## src/rtl/ofs_pkg.sv

```systemverilog
package ofs_pkg;
  typedef enum logic [1:0] {
    OP_IDLE = 2'd0,
    OP_LOAD = 2'd1,
    OP_READ = 2'd2
  } ser_op_e;

  function automatic int unsigned ofs_width(int unsigned base, logic narrow, logic ddr);
    return base + int'(narrow) - int'(ddr);
  endfunction
endpackage

```

## src/rtl/ofs_cfg.sv

```systemverilog
module ofs_cfg #(
  parameter int BASE_LOG2 = 15,
  parameter int MAXW      = BASE_LOG2 + 1,
  parameter int WW        = $clog2(MAXW + 1),
  parameter int LW        = $clog2(2 * MAXW + 1)
) (
  input  logic            clk,
  input  logic            rst,
  input  logic            cfg_narrow,
  input  logic            cfg_ddr,
  output logic [WW-1:0]   width,
  output logic [LW-1:0]   chain_len,
  output logic [MAXW-1:0] mask,
  output logic [MAXW-1:0] mask_new,
  output logic            cfg_chg
);
  logic narrow_q, ddr_q;
  logic [WW-1:0] width_new;

  always_ff @(posedge clk) begin
    if (rst || cfg_chg) begin
      narrow_q <= cfg_narrow;
      ddr_q    <= cfg_ddr;
    end
  end

  assign cfg_chg   = !rst && ({cfg_narrow, cfg_ddr} != {narrow_q, ddr_q});
  assign width     = WW'(ofs_pkg::ofs_width(BASE_LOG2, narrow_q, ddr_q));
  assign width_new = WW'(ofs_pkg::ofs_width(BASE_LOG2, cfg_narrow, cfg_ddr));
  assign chain_len = LW'(width) << 1;

  for (genvar i = 0; i < MAXW; i++) begin : g_mask
    assign mask[i]     = (WW'(i) < width);
    assign mask_new[i] = (WW'(i) < width_new);
  end
endmodule

```

## src/rtl/ofs_load.sv

```systemverilog
module ofs_load #(
  parameter int MAXW    = 16,
  parameter int WW      = 5,
  parameter int LW      = 6,
  parameter int DEF_OFS = 127
) (
  input  logic            clk,
  input  logic            rst,
  input  logic            step,
  input  logic            clr,
  input  logic            din,
  input  logic [WW-1:0]   width,
  input  logic [LW-1:0]   chain_len,
  input  logic [MAXW-1:0] mask,
  input  logic [MAXW-1:0] mask_new,
  output logic [MAXW-1:0] ae_q,
  output logic [MAXW-1:0] af_q,
  output logic [LW-1:0]   cnt,
  output logic            commit
);
  logic [MAXW-1:0] stage_ae, stage_af, ae_n, af_n;

  assign commit = step && (cnt == chain_len - LW'(1));

  for (genvar i = 0; i < MAXW; i++) begin : g_bit
    logic hit_ae, hit_af;
    assign hit_ae  = step && (cnt == LW'(i)) && (LW'(i) < LW'(width));
    assign hit_af  = step && (cnt == LW'(width) + LW'(i));
    assign ae_n[i] = hit_ae ? din : stage_ae[i];
    assign af_n[i] = hit_af ? din : stage_af[i];
  end

  always_ff @(posedge clk) begin
    if (rst) begin
      cnt      <= '0;
      stage_ae <= '0;
      stage_af <= '0;
      ae_q     <= MAXW'(DEF_OFS);
      af_q     <= MAXW'(DEF_OFS);
    end else if (clr) begin
      cnt      <= '0;
      stage_ae <= '0;
      stage_af <= '0;
      ae_q     <= ae_q & mask_new;
      af_q     <= af_q & mask_new;
    end else if (commit) begin
      cnt      <= '0;
      stage_ae <= '0;
      stage_af <= '0;
      ae_q     <= ae_n & mask;
      af_q     <= af_n & mask;
    end else if (step) begin
      cnt      <= cnt + LW'(1);
      stage_ae <= ae_n;
      stage_af <= af_n;
    end
  end
endmodule

```

## src/rtl/ofs_readback.sv

```systemverilog
module ofs_readback #(
  parameter int MAXW = 16,
  parameter int WW   = 5,
  parameter int LW   = 6
) (
  input  logic            clk,
  input  logic            rst,
  input  logic            step,
  input  logic            clr,
  input  logic            restart,
  input  logic [WW-1:0]   width,
  input  logic [LW-1:0]   chain_len,
  input  logic [MAXW-1:0] ae,
  input  logic [MAXW-1:0] af,
  output logic            dout,
  output logic [LW-1:0]   cnt
);
  logic [MAXW-1:0] pick_ae, pick_af;
  logic            cur_bit;

  for (genvar i = 0; i < MAXW; i++) begin : g_pick
    assign pick_ae[i] = ae[i] && (cnt == LW'(i)) && (LW'(i) < LW'(width));
    assign pick_af[i] = af[i] && (cnt == LW'(width) + LW'(i));
  end

  assign cur_bit = |pick_ae || |pick_af;

  always_ff @(posedge clk) begin
    if (rst) begin
      cnt  <= '0;
      dout <= 1'b0;
    end else if (clr || restart) begin
      cnt  <= '0;
    end else if (step) begin
      dout <= cur_bit;
      cnt  <= (cnt == chain_len - LW'(1)) ? '0 : cnt + LW'(1);
    end
  end
endmodule

```

## src/rtl/ofs_port.sv

```systemverilog
module ofs_port #(
  parameter int BASE_LOG2 = 15,
  parameter int DEF_OFS   = 127,
  parameter int MAXW      = BASE_LOG2 + 1
) (
  input  logic            clk,
  input  logic            rst,
  input  logic            cfg_narrow,
  input  logic            cfg_ddr,
  input  logic            ser_en,
  input  logic            ser_rd_en,
  input  logic            wr_en,
  input  logic            rd_en,
  input  logic            ser_din,
  output logic            ser_dout,
  output logic [MAXW-1:0] ae_offset,
  output logic [MAXW-1:0] af_offset
);
  import ofs_pkg::*;

  localparam int WW = $clog2(MAXW + 1);
  localparam int LW = $clog2(2 * MAXW + 1);

  logic [WW-1:0]   width;
  logic [LW-1:0]   chain_len, ld_cnt, rb_cnt;
  logic [MAXW-1:0] mask, mask_new;
  logic            cfg_chg, commit;
  ser_op_e         op;

  always_comb begin
    op = OP_IDLE;
    if (!cfg_chg && !wr_en && !rd_en) begin
      if (ser_en)         op = OP_LOAD;
      else if (ser_rd_en) op = OP_READ;
    end
  end

  ofs_cfg #(.BASE_LOG2(BASE_LOG2), .MAXW(MAXW), .WW(WW), .LW(LW)) u_cfg (
    .clk(clk), .rst(rst), .cfg_narrow(cfg_narrow), .cfg_ddr(cfg_ddr),
    .width(width), .chain_len(chain_len), .mask(mask), .mask_new(mask_new),
    .cfg_chg(cfg_chg)
  );

  ofs_load #(.MAXW(MAXW), .WW(WW), .LW(LW), .DEF_OFS(DEF_OFS)) u_load (
    .clk(clk), .rst(rst), .step(op == OP_LOAD), .clr(cfg_chg), .din(ser_din),
    .width(width), .chain_len(chain_len), .mask(mask), .mask_new(mask_new),
    .ae_q(ae_offset), .af_q(af_offset), .cnt(ld_cnt), .commit(commit)
  );

  ofs_readback #(.MAXW(MAXW), .WW(WW), .LW(LW)) u_rb (
    .clk(clk), .rst(rst), .step(op == OP_READ), .clr(cfg_chg), .restart(commit),
    .width(width), .chain_len(chain_len), .ae(ae_offset), .af(af_offset),
    .dout(ser_dout), .cnt(rb_cnt)
  );
endmodule

```

## config.mk

```make
export PLATFORM = sky130hd
export DESIGN_NAME = ofs_port
export DESIGN_NICKNAME = d
export VERILOG_FILES = /design/src/rtl/ofs_pkg.sv /design/src/rtl/ofs_cfg.sv /design/src/rtl/ofs_load.sv /design/src/rtl/ofs_readback.sv /design/src/rtl/ofs_port.sv
export SDC_FILE = /design/constraint.sdc
export NUM_CORES = 1
export LEC_CHECK = 0
export BUFFER_PORTS_ARGS = -buffer_cell sky130_fd_sc_hd__buf_2
export CORE_AREA = 2 2 86 88
export DETAILED_ROUTE_END_ITERATION = 6
export DIE_AREA = 0 0 88 90
export PLACE_DENSITY = 0.94
export REMOVE_ABC_BUFFERS = 1
export SLEW_MARGIN = 20
export SYNTH_ARGS = -nofsm -noshare
export SYNTH_HDL_FRONTEND = slang
export SYNTH_SLANG_ARGS = --single-unit
```

## constraint.sdc

```tcl
create_clock -name clk -period 4.5 [get_ports clk]
set_input_delay 0.45 -clock clk [delete_from_list [all_inputs] [get_ports clk]]
set_output_delay 0.45 -clock clk [all_outputs]
set_load 0.02 [all_outputs]
```

==> results.md, run 1 <==
- Final Hold Vio Count: 0
- Yosys reg bits: 79
- Post-synthesis sequential area ratio: 37.03%
- Largest net degree at the start of global routing: 35
- Post-DR vias/cell: 6.478
- Initial antenna violation count: 0
- Achievable Freq: 305.9 MHz
- Max Slew Vio Count: 0
- Final setup viols: 0
- Hold Crit Class: in2reg
- Post-CTS Resized: 0
- Post-CTS Setup Bufs: 0
- Synthesis-to-finish area growth: 7.839%
- Clock sinks: 79
- Avg Inst Size Synth: 8.498 um^2
- Mapped Cells: 509
- Vias in the first global route: 3716
- I/O pin count: 42
- Root Buffer: clkbuf_8
- Ant diodes: 0
- Layout Skew: 10.53 ps
- Global-route wire length before repair: 18330 um
- Area of the multi-input gates: 2470 um^2
- Area share of the largest cell type after synthesis: 35.64%
- Core ar.: 7020 um^2
- CP bufs+invs: 1
- Die Height: 90 um
- # fillers: 563
- Crit path max-delay cell type: and4_1
- Die ar.: 7920 um^2
- Mapped Area: 4325 um^2
- Area leader, netlist: dfxtp_1
- Crit path max fanout: 32
- GR Overflow Total: 0
- Clk buf depth: 2
- CP Class: reg2reg
- Via count: 4023
- Library cells used by synthesis: 63
- Placed cell areas: 4462 um^2
- Starting DRT DRC Count: 461
- # hold bufs at CTS: 0
- Final instance area: 4664 um^2
- TritonCTS buffer count: 9
- Post-DRT Antenna Nets: 0
- Rel. slew slack: 26.30%
- CP arrival: 3550 ps
- Cell Rows: 31
- Number of max-cap violations: 0
- Post-layout minimum cycle time: 3269 ps
- Buffers on Ports: 41
- Asr flop ratio synth: 0%
- CTS tree: yes
- Chip width: 88 um
- Nets: 537
- Ys Warns: 0
- H-tree levels: 3
- Status: finished, final reports clean
- RSZ-0062 raised after global routing: false
- Total Wirelength: 11200 um
- Clk pin slew, worst setup/hold paths: 80 ps
- Most common library cells after synthesis: 77 x dfxtp_1, 63 x nor2_1, 44 x nand2_1
- P_leak: 1.855 nW
- FF+latch area: 1602 um^2
- Critical Path Start Type: register
- Starting Density: 61.61%
- Worst EP required: 4780 ps
- Post-synth EDFFs: 2
- Layout cells sized above 1: 14.75%
- Power Density: 298.7 nW/um^2
- Drt first pass iters: 6
- Slew @ Worst Pin: 1106 ps
- Placer Congestion: 0.9080
- Synth area leaders: dfxtp_1 36%, mux2i_1 7.4%, nor2_1 5.5%
- Max IR drop VDD: 0.2226 mV
- DRC violations left: 0
- Setup TNS: 0 ps
- Clock latency at the later pin of the worst-skew pair: 370 ps
- CP endpoint kind: register
- Post-synth top flop: dfxtp_1
- Post-DP HPWL: 7616 um
- Tcrit/Tclk final: 72.63%
- Tot GR Track Use: 29.13%
- Crit-path cells: inv_1 -> ha_1 -> xnor2_1 -> o22ai_1 -> and4_1 -> nor2_1 -> a211oi_1
- Most common cell in the netlist: dfxtp_1
- Wire per inst: 18.04 um
- CP delay by family, top: simple AND/OR/NAND/NOR gates
- Max stage delay on crit path: 970 ps
[worst reg2reg max path, delay by kind of cell, from the launching register on]
kind                       cells  cell delay [ps]
adders and majority gates      1              790
DFF                            1              480
AOI/OAI and AO/OA              2              500
buffers and inverters          1               90
and+or+nand+nor                2             1110
xor gates and xnor gates       1              200
[cells in the final DEF (no fill, tap or decap), types with 2 or more instances in the layout]
cell type	n
a211oi_1	5
a211oi_2	2
a21oi_1	28
a22oi_1	5
a31oi_1	5
and3_1	2
and3b_1	3
buf_2	41
clkbuf_8	9
clkinvlp_4	3
dfxtp_1	77
edfxtp_1	2
ha_1	11
inv_1	9
inv_6	3
mux2i_1	32
mux4_2	2
nand2_1	44
nand2b_1	9
nand3_1	21
nand3b_1	4
nand4_1	23
nand4b_1	2
nor2_1	63
nor2b_1	6
nor3_1	7
nor3b_1	4
nor4_1	3
nor4bb_1	4
o211ai_1	15
o21ai_0	19
o22ai_1	2
or2_2	2
xnor2_1	13
xnor2_2	2
xor2_1	11
[final timing paths]
path	end	from	depth (start not counted)	slack, ps
max	u_load.af_q[9]	u_cfg.ddr_q	7	1230
min	u_cfg.narrow_q	cfg_narrow	1	330
max reg2reg	u_load.af_q[9]	u_cfg.ddr_q	7	1230
min reg2reg	u_load.stage_ae[14]	u_load.stage_ae[14]	2	500
[logic make-up (layout without fill, tap and decap cells)]
logic type / Yosys count / count (layout) / share of synthesized area [%]
compound gates: 93 / 93 / 14.06
xor+xnor: 27 / 27 / 6.248
fa+ha+maj: 11 / 11 / 3.182
buf+inv: 55 / 68 / 5.872
flops: 79 / 79 / 37.03
mux: 35 / 35 / 8.707
simple gates: 209 / 209 / 24.91
[through the flow]
step                std cells  total power [mW]  hold slack, ps  setup slack, ps  utilization, %
floorplan                 463            0.8152           447.8            918.4               -
global placement          605            0.8546           466.0             1583           63.55
detailed placement        605            0.8592           481.6             1361           63.55
CTS                       621             1.390           329.2             1347           66.44
global route              621             1.436           332.0            964.1           66.44
finish                    621             1.393           328.3             1231           66.44
[where the power goes]
group	leakage, nW	total (mW)	internal (mW)	switching (mW)
combinational	1.12	0.139	0.0445	0.0946
sequential	0.641	0.707	0.704	0.00319
clock	0.0929	0.547	0.262	0.286
total	1.86	1.39	1.01	0.384
[flip-flops by register name (all words and copies together), names as in the netlist, 6 cells and up]
register,count
u_load.af_q,16
u_load.stage_ae,16
u_rb.cnt,6
u_load.ae_q,16
u_load.cnt,6
u_load.stage_af,16
[per-layer routing]
metal	vias to the layer above	part of all wire [%]	track usage [%]
met5	-	0	0
met4	0	3.7	12.05
met3	44	9.6	7.713
met2	272	47	46.28
met1	1888	40	37.04
li1	1819	-	-
[cell type report]
| type | instances | area share [%] |
|---|---|---|
| Clock buffer | 9 | 2.656 |
| Tap cell | 99 | 2.656 |
| Inverter | 9 | 0.7242 |
| Sequential cell | 79 | 34.33 |
| Multi-Input combinational cell | 375 | 52.95 |
| Clock inverter | 7 | 1.690 |
| Timing Repair Buffer | 43 | 4.989 |
(Power assumes the default switching activity.)
==> run 2, diff against run 1 <==
--- a/config.mk
+++ b/config.mk
@@ -5,11 +5,12 @@
 export SDC_FILE = /design/constraint.sdc
 export NUM_CORES = 1
 export LEC_CHECK = 0
+export ABC_AREA = 1
 export BUFFER_PORTS_ARGS = -buffer_cell sky130_fd_sc_hd__buf_2
-export CORE_AREA = 2 2 86 88
+export CORE_AREA = 2 2 93 95
 export DETAILED_ROUTE_END_ITERATION = 6
-export DIE_AREA = 0 0 88 90
-export PLACE_DENSITY = 0.94
+export DIE_AREA = 0 0 95 97
+export PLACE_DENSITY = 0.87
 export REMOVE_ABC_BUFFERS = 1
 export SLEW_MARGIN = 20
 export SYNTH_ARGS = -nofsm -noshare
==> constraint.sdc (replaced) <==
create_clock -name clk -period 2.6 [get_ports clk]
set_input_delay 0.26 -clock clk [delete_from_list [all_inputs] [get_ports clk]]
set_output_delay 0.26 -clock clk [all_outputs]
set_load 0.02 [all_outputs]
==> run 2 against run 1 <==
Cell count increased by 29%. Critical path depth is 4 higher. Clock-buffer cell count is the same. Sequential share of layout area shrank 1.3 points. Via count rose by 13%. Clock power is 68% higher. Worst hold slack worse by 200 ps. Area after synthesis increased by 0.78%. Largest power group unchanged. First-iteration DRC count fell by 26%. Routed wire length increased by 11%. Global-route usage is 0.79 points lower. Setup slack worse by 960 ps.
==> results.md, run 2 <==
- Final Hold Vio Count: 0
- Slew @ Worst Pin: 575.2 ps
- Mapped Cells: 658
- DRC violations left: 0
- GR Overflow Total: 0
- Commonest non-fill, non-tap cell in the layout: nand2_1
- Power Density: 492.0 nW/um^2
- Final hold slack: 125.3 ps
- Hold Crit Class: in2reg
- Gate power share: 10.1%
- Clk network pwr share: 38.6%
- Post-layout minimum cycle time: 2329 ps
- Number of max-cap violations: 0
- Via count: 4536
- Most frequent cells in the layout: 169 x nand2_1, 77 x dfxtp_1, 76 x nor2_1, 60 x inv_1, 58 x nand3_1
- Clk pin slew, worst setup/hold paths: 90 ps
- Synthesis-to-finish area growth: 11.17%
- Reg-to-reg startpoint: u_cfg.ddr_q
- Wire per inst: 15.47 um
- Clock sinks: 79
- Clock latency at the later pin of the worst-skew pair: 370 ps
- Most common library cells after synthesis: 169 x nand2_1, 77 x dfxtp_1, 76 x nor2_1
- Post-DRT Antenna Nets: 0
- Cell Rows: 33
- Ys Warns: 0
- Vias in the first global route: 4305
- Buffers on Ports: 41
- Post-DR vias/cell: 5.663
- Drt first pass iters: 7
- Achievable Freq: 429.3 MHz
- Synth area leaders: dfxtp_1 35%, nand2_1 15%, nand3_1 6.7%
- Asr flop ratio synth: 0%
- Critical Path Start Type: register
- H-tree levels: 3
- Power Internal: 1.730 mW
- Largest net degree at the start of global routing: 31
- Complex-gate fraction of the synthesized area: 12.40%
- Layout cells sized above 1: 12.21%
- I/O pin count: 42
- Post-synthesis sequential area ratio: 36.74%
- Worst Setup SP: u_cfg.ddr_q
- Worst EP required: 2860 ps
- RSZ-0062 raised after global routing: false
- Initial antenna violation count: 0
- Setup TNS: 0 ps
- Sw power: 653.9 uW
- Area share of the largest cell type after synthesis: 35.36%
- P_leak: 2.051 nW
- Die ar.: 9215 um^2
- Layout Skew: 11.26 ps
- TritonCTS buffer count: 9
- Die Height: 97 um
- Post-DP HPWL: 9254 um
- Tot GR Track Use: 28.34%
- Crit path max fanout: 22
- Clk buf depth: 2
- Post-synthesis mux area share: 0%
- Setup ws final: 270.7 ps
- Tcrit/Tclk final: 89.59%
- Mapped Area: 4359 um^2
- Placer Congestion: 0.9381
- CP Class: reg2reg
- Adder-cell share of the synthesized area: 3.157%
- Core ar.: 8134 um^2
- Sw Ratio: 27.43%
- Power share of the sequential group: 51.3%
- Final setup viols: 0
- Starting DRT DRC Count: 343
- Library cells used by synthesis: 37
- Worst slack, placed: 185.3 ps
- Max IR drop VDD: 0.3791 mV
- Chip width: 95 um
- CTS tree: yes
- Ant diodes: 0
- Area leader, netlist: dfxtp_1
- Root Buffer: clkbuf_8
- Xor and xnor area share after synthesis: 3.416%
- Post-synth top flop: dfxtp_1
- Max Slew Vio Count: 0
- Final design utilization: 59.58%
- Simple-Gate Fraction of Synth Area: 34.70%
- Rel. slew slack: 61.52%
- Yosys reg bits: 79
- Status: finished, final reports clean
- Starting Density: 53.59%
- Power, Total: 2.384 mW
- Avg Inst Size Synth: 6.625 um^2
- Largest family of logic cells by synthesized area: simple AND/OR/NAND/NOR gates
- Total Wirelength: 12390 um
- CP endpoint kind: register
- Nets: 712
- CP arrival: 2590 ps
- Post-synth EDFFs: 2
- Most common cell in the netlist: nand2_1
- Global-route wire length before repair: 20400 um
- HP Start: cfg_narrow
[run 2: changes by cell type after synthesis, sizes merged, moves of 7 or more]
cell / change
nor2: +15
inv: +58
clkbuf: -15
nand2b: -9
xnor2: -7
mux2i: -32
nand2: +126
nand4: -7
nor3: +9
nand3: +38
a21oi: +15
o21ai: +18
[run 2: logic make-up after synthesis]
group	after synthesis
buffers and inverters	101
AO/OA/AOI/OAI	99
XOR/XNOR	17
adder cells (fa/ha/maj)	11
AND/OR/NAND/NOR	351
flip-flops	79
[run 2: critical path, cell delays in order (launching register included)]
cell and delay [ps]:
edfxtp_1 430, inv_1 70, ha_1 430, nand2_1 170, o21ai_1 70, inv_1 80, nand4_2 130, nor2_4 270
buf_4 300, nand3_1 120, o211ai_1 100, inv_1 50
[run 2: final timing paths]
check / slack (ps) / to / depth (start not counted)
worst max-delay path: 270 / u_load.ae_q[8] / 11
worst min-delay path: 130 / u_cfg.narrow_q / 1
worst max register to register: 270 / u_load.ae_q[8] / 11
worst min register to register: 470 / u_load.stage_ae[9] / 2
[run 2: layout make-up]
class	instances	area (um^2)
clock buffers	9	123.9
clock inverters	6	71.32
fillers	715	3288
inverters	68	260.3
multi-input cells	478	2340
flip-flops and latches	79	1602
well taps	105	131.4
repair buffers	56	317.8
[run 2: per-layer routing]
layer  GRT usage, %  wire length, um
met3          7.087             1082
met5              0                0
met1          35.68             5021
met4          12.37              452
met2          45.50             5832
[run 2: through the flow]
step / instance area (um^2) / instances
finish: 4846 / 801
global route: 4846 / 801
CTS: 4818 / 798
global placement: 4623 / 783
floorplan: 4197 / 625
detailed placement: 4623 / 783
[run 2: what timing repair did]
action / 4_1_cts / 5_1_grt
buffers inserted: 0 / 3
setup endpoints to repair: 0 / 37
hold buffers: 0 / 0
resized for setup: 0 / 4
[run 2: power groups by stage]
stage / clock (mW) / sequential (mW) / combinational, mW
3_5_place_dp: 0 / 1.25 / 0.232
3_3_place_gp: 0 / 1.25 / 0.227
5_1_grt: 0.976 / 1.22 / 0.267
2_1_floorplan: 0 / 1.25 / 0.153
6_report: 0.920 / 1.22 / 0.241
4_1_cts: 0.929 / 1.22 / 0.233
==> run 3, diff against run 2 <==
--- a/config.mk
+++ b/config.mk
@@ -7,10 +7,10 @@
 export LEC_CHECK = 0
 export ABC_AREA = 1
 export BUFFER_PORTS_ARGS = -buffer_cell sky130_fd_sc_hd__buf_2
-export CORE_AREA = 2 2 93 95
+export CORE_AREA = 2 2 79 112
 export DETAILED_ROUTE_END_ITERATION = 6
-export DIE_AREA = 0 0 95 97
-export PLACE_DENSITY = 0.87
+export DIE_AREA = 0 0 81 114
+export PLACE_DENSITY = 0.86
 export REMOVE_ABC_BUFFERS = 1
 export SLEW_MARGIN = 20
 export SYNTH_ARGS = -nofsm -noshare
==> run 3 against run 2 <==
Utilization down 0.16 points. Fmax down 3.0%. Sequential share of layout area down 0.60 points.
==> results.md, run 3 (synthesis results as in run 2) <==
- Chip width: 81 um
- Core ar.: 8308 um^2
- Wire per inst: 16.08 um
- Buffers on Ports: 41
- # fillers: 760
- Starting Density: 52.47%
- TritonCTS buffer count: 9
- RSZ-0062 raised after global routing: false
- Layout Cells excl Fill: 799
- Clock latency at the later pin of the worst-skew pair: 340 ps
- Max layer used: met4
- Placed cell count: 783
- Commonest non-fill, non-tap cell in the layout: nand2_1
- Largest net degree at the start of global routing: 31
- Power Density: 559.7 nW/um^2
- Global-route wire length before repair: 20510 um
- Power, Total: 2.763 mW
- Tcrit/Tclk final: 92.40%
- Via count: 4585
- I/O pin count: 42
- Setup TNS: 0 ps
- Placer Congestion: 0.9646
- Crit path max fanout: 26
- Max IR drop VDD: 0.3537 mV
- Die Height: 114 um
- CP arrival: 2680 ps
- HP Start: cfg_ddr
- Final hold slack: 166.7 ps
- Max Slew Vio Count: 0
- M1 WL: 4953 um
- P_leak: 2.088 nW
- Clock sinks: 79
- Synthesis-to-finish area growth: 13.23%
- Ant diodes: 0
- Most frequent cells in the layout: 169 x nand2_1, 77 x dfxtp_1, 76 x nor2_1, 60 x inv_1, 58 x nand3_1
- Clk buf depth: 2
- Final setup viols: 0
- Post-DRT Antenna Nets: 0
- H-tree levels: 3
- Status: finished, final reports clean
- DR WL met3: 815 um
- Cell Rows: 40
- Tot GR Track Use: 29.03%
- Final design utilization: 59.41%
- Final Hold Vio Count: 0
- Post-layout minimum cycle time: 2402 ps
- Hold EP: u_cfg.ddr_q
- Rel. slew slack: 59.77%
- Drt first pass iters: 5
- Slew @ Worst Pin: 601.4 ps
- Layout cells sized above 1: 12.10%
- Reg-to-reg startpoint: u_cfg.ddr_q
- Initial antenna violation count: 0
- Die ar.: 9234 um^2
- Post-DR vias/cell: 5.738
- Clk pin slew, worst setup/hold paths: 60 ps
- CTS tree: yes
- Reg2reg path depth: 11
- Number of max-cap violations: 0
- # hold bufs at CTS: 0
- Root Buffer: clkbuf_16
- Worst EP required: 2870 ps
- Nets: 709
- Post-DP HPWL: 9468 um
- Starting DRT DRC Count: 493
- Critical Path Start Type: register
- Met2 wire length: 6369 um
- Vias in the first global route: 4304
- Hold Crit Class: in2reg
- Layout Skew: 8.243 ps
- CP Class: reg2reg
- FF-to-FF End: u_load.ae_q[14]
- CP endpoint kind: register
- GR Overflow Total: 0
- Achievable Freq: 416.2 MHz
- DRC violations left: 0
- Reg2reg setup slack: 200 ps
- Hold path cells: 1
- Total Wirelength: 12850 um
==> run 3: changes by cell type in the layout (fill, tap and decap cells not counted) <==
cell,delta
buf_4,-3
clkinv_2,+1
clkbuf_8,-8
inv_4,-1
clkinvlp_4,-1
ha_2,+1
clkbuf_16,+9
inv_2,+1
ha_1,-1
==> run 3: critical path, cell delays in order, from the launching register on <==
cell	delay (ps)
edfxtp_1	450
inv_1	120
ha_2	350
nand2_1	150
o21ai_1	80
inv_1	70
nand4_2	140
nor2_4	270
inv_2	240
nor2_1	200
nand3_1	110
a21oi_1	150
==> run 3: per-layer routing <==
layer / vias up / GRT usage, %
met5: - / 0
met4: 0 / 18.19
met3: 63 / 5.222
met2: 231 / 48.48
met1: 2091 / 33.67
li1: 2200 / -
==> run 3: cell type report <==
type / count / area [um^2] / area share, %
timing repair buffer: 53 / 295.3 / 5.982
inverter: 68 / 257.7 / 5.222
clock buffer: 10 / 239.0 / 4.842
clock inverter: 6 / 68.82 / 1.394
multi-input combinational: 478 / 2342 / 47.45
tap: 105 / 131.4 / 2.662
sequential: 79 / 1602 / 32.45
==> run 3: power by group <==
part	switching, mW	internal, mW	leakage (nW)
clock	0.518	0.774	0.149
sequential	0.00486	1.22	0.641
combinational	0.178	0.0679	1.30
total	0.701	2.06	2.09
==> run 3: what timing repair did <==
action                                  CTS  global route
buffers inserted                          0             0
gates resized for setup                   0             3
endpoints found under the setup margin    0            39
==> run 3: through the flow <==
stage               worst slack [ps]  area [um^2]
finish                         197.5         4936
global route                   32.37         4936
CTS                            181.6         4931
detailed placement             192.3         4623
global placement               346.4         4623
floorplan                      156.1         4197
==> run 3: how the worst max path moves through the flow <==
stage | startpoint | end | depth (start not counted)
floorplan | u_cfg.ddr_q | u_load.ae_q[14] | 10
global placement | u_cfg.ddr_q | u_load.stage_af[0] | 10
detailed placement | u_cfg.ddr_q | u_load.stage_ae[4] | 9
CTS | u_cfg.ddr_q | u_load.stage_af[8] | 9
global route | u_cfg.ddr_q | u_load.ae_q[14] | 11
finish | u_cfg.ddr_q | u_load.ae_q[14] | 11
